==> config.mk <==
export PLATFORM = sky130hd
export DESIGN_NAME = dma_resp_queue
export DESIGN_NICKNAME = d
export VERILOG_FILES = /design/src/rtl/dma_resp_pkg.sv /design/src/rtl/dma_resp_ctrl.sv /design/src/rtl/dma_resp_data.sv /design/src/rtl/dma_resp_queue.sv
export SDC_FILE = /design/constraint.sdc
export NUM_CORES = 1
export LEC_CHECK = 0
export BUFFER_PORTS_ARGS = -buffer_cell sky130_fd_sc_hd__buf_2
export CORE_ASPECT_RATIO = 0.6
export CORE_MARGIN = 2
export CORE_UTILIZATION = 40
export DETAILED_ROUTE_END_ITERATION = 8
export GPL_TIMING_DRIVEN = 0
export PLACE_DENSITY = 0.54
export SLEW_MARGIN = 15
export SYNTH_ARGS = -nofsm -noshare
export SYNTH_HDL_FRONTEND = slang
export SYNTH_SLANG_ARGS = --single-unit
==> constraint.sdc <==
create_clock -name clk -period 8.78 [get_ports clk]
set_input_delay 1.756 -clock clk [delete_from_list [all_inputs] [get_ports clk]]
set_output_delay 1.756 -clock clk [all_outputs]
set_load 0.03 [all_outputs]
==> src/rtl/dma_resp_pkg.sv <==
package dma_resp_pkg;
  // Strobes from control to datapath for one cycle.
  typedef struct packed {
    logic doPush;    // write incoming record at tail
    logic doPop;     // advance head
    logic rdStrobe;  // capture a window word into rdData
    logic selStatus; // 1: status word, 0: byte count
    logic headValid; // queue held a record when the read was issued
  } qStrobe_t;
endpackage

==> src/rtl/dma_resp_ctrl.sv <==
module dma_resp_ctrl
  import dma_resp_pkg::*;
#(
  parameter int DEPTH = 16,
  parameter int CNT_W = $clog2(DEPTH + 1)
) (
  input  logic             clk,
  input  logic             rstN,
  input  logic             pushValid,
  input  logic             rdEn,
  input  logic             rdSelStatus,
  output qStrobe_t         stb,
  output logic [CNT_W-1:0] count,
  output logic             isFull,
  output logic             isEmpty,
  output logic             overflow
);
  localparam logic [CNT_W-1:0] CNT_MAX = CNT_W'(DEPTH);

  assign isFull  = (count == CNT_MAX);
  assign isEmpty = (count == '0);

  always_comb begin
    stb.doPush    = pushValid && !isFull;
    stb.doPop     = rdEn && rdSelStatus && !isEmpty;
    stb.rdStrobe  = rdEn;
    stb.selStatus = rdSelStatus;
    stb.headValid = !isEmpty;
  end

  always_ff @(posedge clk) begin
    if (!rstN) begin
      count    <= '0;
      overflow <= 1'b0;
    end else begin
      case ({stb.doPush, stb.doPop})
        2'b10:   count <= count + 1'b1;
        2'b01:   count <= count - 1'b1;
        default: count <= count;
      endcase
      if (pushValid && isFull) overflow <= 1'b1;
    end
  end
endmodule

==> src/rtl/dma_resp_data.sv <==
module dma_resp_data
  import dma_resp_pkg::*;
#(
  parameter int DEPTH  = 16,
  parameter int DATA_W = 32,
  parameter int ERR_W  = 8
) (
  input  logic              clk,
  input  logic              rstN,
  input  qStrobe_t          stb,
  input  logic [DATA_W-1:0] pushBytes,
  input  logic [ERR_W-1:0]  pushErr,
  input  logic              pushEarly,
  output logic [DATA_W-1:0] rdData
);
  localparam int PTR_W = (DEPTH > 1) ? $clog2(DEPTH) : 1;
  localparam int REC_W = DATA_W + ERR_W + 1;
  localparam logic [PTR_W-1:0] PTR_LAST = PTR_W'(DEPTH - 1);

  logic [REC_W-1:0] mem [DEPTH];
  logic [PTR_W-1:0] wrPtr, rdPtr;
  logic [REC_W-1:0] headRec;
  logic [DATA_W-1:0] statusWord, bytesWord;

  function automatic logic [PTR_W-1:0] nextPtr(input logic [PTR_W-1:0] p);
    return (p == PTR_LAST) ? '0 : p + 1'b1;
  endfunction

  assign headRec    = mem[rdPtr];
  assign bytesWord  = headRec[REC_W-1 -: DATA_W];
  assign statusWord = DATA_W'(headRec[ERR_W:0]);

  always_ff @(posedge clk) begin
    if (stb.doPush) mem[wrPtr] <= {pushBytes, pushEarly, pushErr};
  end

  always_ff @(posedge clk) begin
    if (!rstN) begin
      wrPtr  <= '0;
      rdPtr  <= '0;
      rdData <= '0;
    end else begin
      if (stb.doPush) wrPtr <= nextPtr(wrPtr);
      if (stb.doPop)  rdPtr <= nextPtr(rdPtr);
      if (stb.rdStrobe) begin
        if (!stb.headValid)    rdData <= '0;
        else if (stb.selStatus) rdData <= statusWord;
        else                   rdData <= bytesWord;
      end
    end
  end
endmodule

==> src/rtl/dma_resp_queue.sv <==
module dma_resp_queue
  import dma_resp_pkg::*;
#(
  parameter int DEPTH  = 16,
  parameter int DATA_W = 32,
  parameter int ERR_W  = 8,
  parameter int FILL_W = 16,
  parameter int ADDR_W = 3
) (
  input  logic              clk,
  input  logic              rstN,
  input  logic              pushValid,
  input  logic [DATA_W-1:0] pushBytes,
  input  logic [ERR_W-1:0]  pushErr,
  input  logic              pushEarly,
  input  logic              rdEn,
  input  logic [ADDR_W-1:0] rdAddr,
  output logic [DATA_W-1:0] rdData,
  output logic [FILL_W-1:0] fillLevel,
  output logic              respFull,
  output logic              respEmpty,
  output logic              overflowFlag
);
  localparam int CNT_W = $clog2(DEPTH + 1);

  qStrobe_t         stb;
  logic [CNT_W-1:0] count;

  dma_resp_ctrl #(.DEPTH(DEPTH), .CNT_W(CNT_W)) uCtrl (
    .clk(clk), .rstN(rstN), .pushValid(pushValid), .rdEn(rdEn),
    .rdSelStatus(rdAddr[2]), .stb(stb), .count(count),
    .isFull(respFull), .isEmpty(respEmpty), .overflow(overflowFlag)
  );

  dma_resp_data #(.DEPTH(DEPTH), .DATA_W(DATA_W), .ERR_W(ERR_W)) uData (
    .clk(clk), .rstN(rstN), .stb(stb), .pushBytes(pushBytes),
    .pushErr(pushErr), .pushEarly(pushEarly), .rdData(rdData)
  );

  assign fillLevel = FILL_W'(count);
endmodule

==> metrics.md, run 1 <==
| Metric | Value |
|---|---|
| Status | finished clean |
| Clock sinks | a little over 700 |
| Final Hold Fails | 0 |
| TritonCTS clock tree | built |
| Starting DRT DRC Count | around 1300 |
| Die Ht | about 200 um |
| Post-CTS sizing | 0 |
| Worst hold path class | register to register |
| Post-Layout Cell Count | 2367 |
| Vias in the first global route | between 10000 and 15000 |
| Drc violations | 0 |
| DP Wirelength | 44200 um |
| Via count | approximately 13000 |
| Layout cells sized above 1 | 32.4% |
| Critical setup path kind | input pin to register |
| Period minus WS final | around 4.1 ns |
| Starting density of the core | between 40% and 50% |
| Final nets | around 1500 |
| Area Overhead vs Synth | 17.3% |
| Synth cell types | 50 |
| Initial antenna violation count | 2 |
| Fraction of registers with async set/reset | 0% |
| Largest net degree at the start of global routing | 20 |
| Final WS setup | about 4.6 ns |
| Row cnt | 73 |
| Die X | 339 um |
| H-tree depth reported by CTS | 3 |
| IO Count | just under 100 |
| Register area | 20700 um2 |
| WL final | approximately 66000 um |
| RSZ-0062 raised after global routing | no |
| Port-buffer cells | 85 |
| Non-Filler Cell Area, Final | 31500 um2 |
| Worst Path Arrival | about 4.5 ns |
| Gp weighted congestion | 0.751 |
| Post-synthesis register bit count | about 700 |
| Setup violations, final | 0 |
| Power Density | approximately 230 nW/um2 |
| Total CTS buffers | 67 |
| Setup crit end kind | register |
| Total GRT Usage | 19.2% |
| Core area | 66300 um2 |
| Hold-fix buffers, CTS | 0 |
| Synth top area share | 73.3% |
| Placed Area | 29400 um2 |
| Placed cells | between 2000 and 2500 |
| Pre-CTS setup slack | between 4 and 5 ns |
| Vias per cell | roughly 5.6 |
| First-pass GRT wire length | 94600 um |
| Warnings, synthesis | 0 |
| FILL cells | roughly 5500 |
| Slew Limit Headroom | around 26% |
| Syn Inst Count | 1198 |
| Multi-input gate area | 5850 um2 |
| Period utilization | a little under half |
| Avg Cell Area, Syn | ~22 um2 |
| Worst skew pair latency | around 0.6 ns |
| Wire length per cell | about 28 um |
| Routed Antenna Nets | 0 |
| Biggest area consumer among synthesized cells | edfxtp_1 |
| Mapped Area | around 27000 um2 |
| DIE AREA | just under 70000 um2 |
| Main flop type after synthesis | edfxtp_1 |
| CP Data Required Time | 9.09 ns |
| Number of diodes | 0 |
| Lkg Pwr | 0.00990 uW |
| Min Hold Slack | 0.464 ns |
| Max Cap Viol | 0 |
| CTS Buffer Depth | 3 |
| Post-synthesis sequential area ratio | around 77% |
| Clock skew | between 0.02 and 0.025 ns |
| Setup bufs post-CTS | 0 |
| Final Power | 7310 uW |
| Final max-slew violation count | 0 |
| Maximum clock frequency | about 240 MHz |
| Startpoint Class | input pin |
| Count leader, synth | edfxtp_1 |
| Clock-pin slew on the worst setup and hold paths | 0.06 ns |
| Slew @ Worst Pin | 1.11 ns |
| Drt first pass iters | 5 |
| Commonest cells post-synth | edfxtp_1, mux4_2, dfxtp_1 |
| Top cells by area in the synthesized netlist | edfxtp_1, mux4_2, dfxtp_1 |
| Worst Path Max Fanout | 10 |
| EDFF count, synth | about 660 |
| Congestion Overflow GR | 0 |
| Root Buffer | clkbuf_16 |
| Worst VDD drop | ~130 uV |
per-layer routing:
metal | GRT usage (%) | wire length [um] | up-vias
li1 | - | - | 5503
met2 | 27.4 | 28500 | 484
met4 | 4.19 | 963 | 4
met3 | 4.01 | 4790 | 75
met5 | 0 | 25 | -
met1 | 30.4 | 31700 | 7096
worst paths after layout:
path / from / endpoint / slack (ns) / cells after the start
max: pushValid / uData.mem[0][1] / 4.64 / 8
min: uData.rdData[13] / uData.rdData[13] / 0.46 / 1
max reg2reg: uCtrl.count[1] / uCtrl.count[4] / 4.79 / 13
min reg2reg: uData.rdData[13] / uData.rdData[13] / 0.46 / 1
report_power, final:
part | internal [uW] | switching (uW) | leakage [uW] | total (uW)
clock network | 1650 | 1230 | 0.00106 | 2880
logic | 283 | 385 | 0.00251 | 669
registers | 3730 | 26.8 | 0.00633 | 3760
critical path: stages:
cell	delay [ns]
buf_2	0.11
a21boi_1	0.58
nand2_1	0.41
nor3_2	0.80
buf_6	0.26
buf_6	0.16
buf_4	0.18
buf_4	0.17
through the flow:
| step | util [%] | TNS, ns |
|---|---|---|
| floorplan | - | 0 |
| global placement | 42.9 | -255.60 |
| detailed placement | 44.3 | 0 |
| CTS | 47.5 | 0 |
| global route | 47.5 | 0 |
| finish | 47.5 | 0 |
logic make-up (layout without fill, tap and decap cells):
| logic type | after synthesis | in the layout | synth area share [%] |
|---|---|---|---|
| muxes | 206 | 206 | 16.1 |
| adders and majority gates | 9 | 9 | 0.419 |
| xor gates and xnor gates | 5 | 5 | 0.163 |
| and+or+nand+nor | 90 | 90 | 1.65 |
| buffers and inverters | 84 | 343 | 1.70 |
| DFF | 706 | 706 | 77.1 |
| other | 1 | 11 | 0.0140 |
| AOI/OAI and AO/OA | 97 | 97 | 2.87 |
cell usage in the layout (no fill, tap or decap), drive strengths merged, types with 10 or more instances in the layout:
master	synthesis	final
nor3	17	17
buf	45	184
nor2	26	26
dfxtp	50	50
o22ai	16	16
clkbuf	33	119
mux4	181	181
a32o	23	23
a21oi	10	10
conb	1	11
clkinv	0	27
nand2	17	17
edfxtp	656	656
mux2i	22	22
cell type report:
| type | instances | share of cell area (%) |
|---|---|---|
| inverters | 6 | 0.0714 |
| well taps | 900 | 3.57 |
| plain buffers | 78 | 1.38 |
| multi-input cells | 418 | 18.6 |
| repair buffers | 139 | 3.91 |
| flip-flops and latches | 706 | 65.7 |
| clock buffers | 86 | 5.94 |
| clock inverters | 34 | 0.893 |
sequential cells by signal, indices dropped and copies added (netlist names), named ones only:
| signal | count |
|---|---|
| uData.rdData | 32 |
| uData.mem | 656 |
| uData.rdPtr | 4 |
| uCtrl.count | 5 |
| uData.wrPtr | 4 |
| uCtrl.overflow | 1 |
No activity file was read; power rests on OpenSTA's default activity.
==> run 2, diff against run 1 <==
==> constraint.sdc (replaced) <==
create_clock -name clk -period 4.02 [get_ports clk]
set_input_delay 0.804 -clock clk [delete_from_list [all_inputs] [get_ports clk]]
set_output_delay 0.804 -clock clk [all_outputs]
set_load 0.03 [all_outputs]
==> metrics.md, run 2 (synthesis gave the netlist of run 1 again) <==
| Metric | Value |
|---|---|
| Status | finished clean |
| Layout cells sized above 1 | a little under a third |
| Power Density | between 400 and 500 nW/um2 |
| Worst-path cell chain | clkbuf_1 > nor4_1 > a21boi_1 > inv_1 > ha_1 > clkbuf_1 > xor2_1 > ha_1 > o21a_1 > o22a_1 > a21oi_1 > mux2i_1 > mux2i_1 |
| Total CTS buffers | 68 |
| Leading cell type in the layout, fill and taps excluded | edfxtp_1 |
| H-tree depth reported by CTS | 3 |
| CTS Buffer Depth | 3 |
| DP Wirelength | ~44000 um |
| Worst skew pair latency | roughly 0.62 ns |
| Lkg Pwr | between 0.009 and 0.01 uW |
| CP Data Required Time | 4.55 ns |
| Final nets | 1466 |
| WL final | 66300 um |
| Biggest regs | uData.mem (656), uData.rdData (32), uCtrl.count (5) |
| Row cnt | 73 |
| Worst VDD drop | 292 uV |
| TritonCTS clock tree | built |
| Starting DRT DRC Count | 1445 |
| Final Hold Fails | 0 |
| Period utilization | between 90% and 100% |
| Hold-fix buffers, CTS | 0 |
| Slew @ Worst Pin | about 1.2 ns |
| Worst hold path class | register to register |
| Startpoint Class | register |
| Worst Path Max Fanout | 10 |
| Slew Limit Headroom | a little over a fifth |
| Number of buffers and inverters on the critical path | 3 |
| Clock skew | approximately 0.026 ns |
| Vias per cell | approximately 5.5 |
| Period minus WS final | between 3 and 4 ns |
| Gp weighted congestion | ~0.73 |
| Clock sinks | ~710 |
| Slowest cell on crit path | nor4_1 |
| RSZ-0062 raised after global routing | no |
| Worst Path Arrival | ~4.2 ns |
| Congestion Overflow GR | 0 |
| IO Count | just under 100 |
| Max Cap Viol | 0 |
| Reg with most FFs | uData.mem |
| Die X | roughly 340 um |
| Slowest cell delay on critical path | roughly 0.65 ns |
| CP top delay family | compound AO/OA/AOI/OAI gates |
| Drc violations | 0 |
| Clock-pin slew on the worst setup and hold paths | roughly 0.060 ns |
| Largest net degree at the start of global routing | 20 |
| Max FFs per register | ~660 |
| Final max-slew violation count | 0 |
| Routed Antenna Nets | 0 |
| Root Buffer | clkbuf_16 |
| Setup violations, final | 0 |
| Total GRT Usage | approximately a fifth |
| Core area | 66300 um2 |
| Port-buffer cells | 85 |
| Vias in the first global route | around 13000 |
| First-pass GRT wire length | 95100 um |
| Starting density of the core | between 40% and 50% |
| Setup crit end kind | register |
| Min Hold Slack | roughly 0.47 ns |
| Highest-count cells in the layout ignoring fill and taps | edfxtp_1, mux4_2, buf_2 |
| Final Power | roughly 16000 uW |
| Area Overhead vs Synth | 17.7% |
| Via count | about 13000 |
| Drt first pass iters | 6 |
| Wire length per cell | ~28 um |
| Maximum clock frequency | around 270 MHz |
| Critical setup path kind | register to register |
| Die Ht | slightly above 200 um |
| DIE AREA | ~69000 um2 |
| Initial antenna violation count | 1 |
run 2: cell types whose count changed in the layout (fill, tap and decap cells not counted), moves of 3 or more:
cell       delta
buf_16        +8
clkinv_1      -3
nor3_2        -4
buf_8        +11
bufinv_16     -3
inv_6         +3
buf_6         -8
buf_4        -18
nor3_4        +4
clkbuf_1      +8
run 2: cell type report:
type	count	area, um2
fill	5528	34700
clock buffer	92	1860
sequential	706	20700
antenna	1	2.50
timing repair buffer	131	1370
tap	900	1130
clock inverter	31	220
buffer	78	438
inverter	6	22.5
multi-input combinational	418	5880
run 2: timing repair:
action / in CTS / in global routing
setup endpoints to repair: 0 / 1
gates resized for setup: 0 / 0
setup buffers: 0 / 2
run 2: path summary, 6_finish.rpt:
path	start	endpoint	slack (ns)	cells past startpoint
worst max-delay path	uCtrl.count[1]	uCtrl.count[4]	0.35	13
worst min-delay path	uData.rdData[28]	uData.rdData[28]	0.47	1
worst max register to register	uCtrl.count[1]	uCtrl.count[4]	0.35	13
worst min register to register	uData.rdData[28]	uData.rdData[28]	0.47	1
run 2: where the power goes:
| group | total, uW | leakage [uW] | internal, uW | switching [uW] |
|---|---|---|---|---|
| combinational | 1490 | 0.00252 | 631 | 858 |
| clock | 6090 | 0.00102 | 3400 | 2690 |
| sequential | 8210 | 0.00633 | 8160 | 58.9 |
run 2: worst register-to-register path: cells and delay by family, from the launching register on:
kind,cells,cell delay (ns)
AO/OA/AOI/OAI,4,0.96
buffers and inverters,3,0.67
AND/OR/NAND/NOR,1,0.65
multiplexers,2,0.47
adder cells (fa/ha/maj),2,0.42
flip-flops,1,0.30
XOR/XNOR,1,0.11
run 2: layer usage:
metal	wire [um]	vias up	part of all wire, %	GRT usage (%)
li1	-	5506	-	-
met2	28600	445	43	27.7
met1	32000	7037	48	30.5
met5	0	-	0	0
met3	4510	85	6.8	3.67
met4	1200	0	1.8	4.87
run 2: through the flow:
| step | area [um2] | setup WS (ns) | TNS, ns | utilization, % | cells |
|---|---|---|---|---|---|
| floorplan | 26900 | 0.216 | 0 | - | 1208 |
| global route | 31600 | 0.0785 | 0 | 47.7 | 2362 |
| global placement | 28500 | -2.76 | -1551.00 | 42.9 | 2193 |
| finish | 31600 | 0.354 | 0 | 47.7 | 2363 |
| detailed placement | 29500 | 0.0939 | 0 | 44.5 | 2237 |
| CTS | 31600 | 0.0668 | 0 | 47.7 | 2360 |
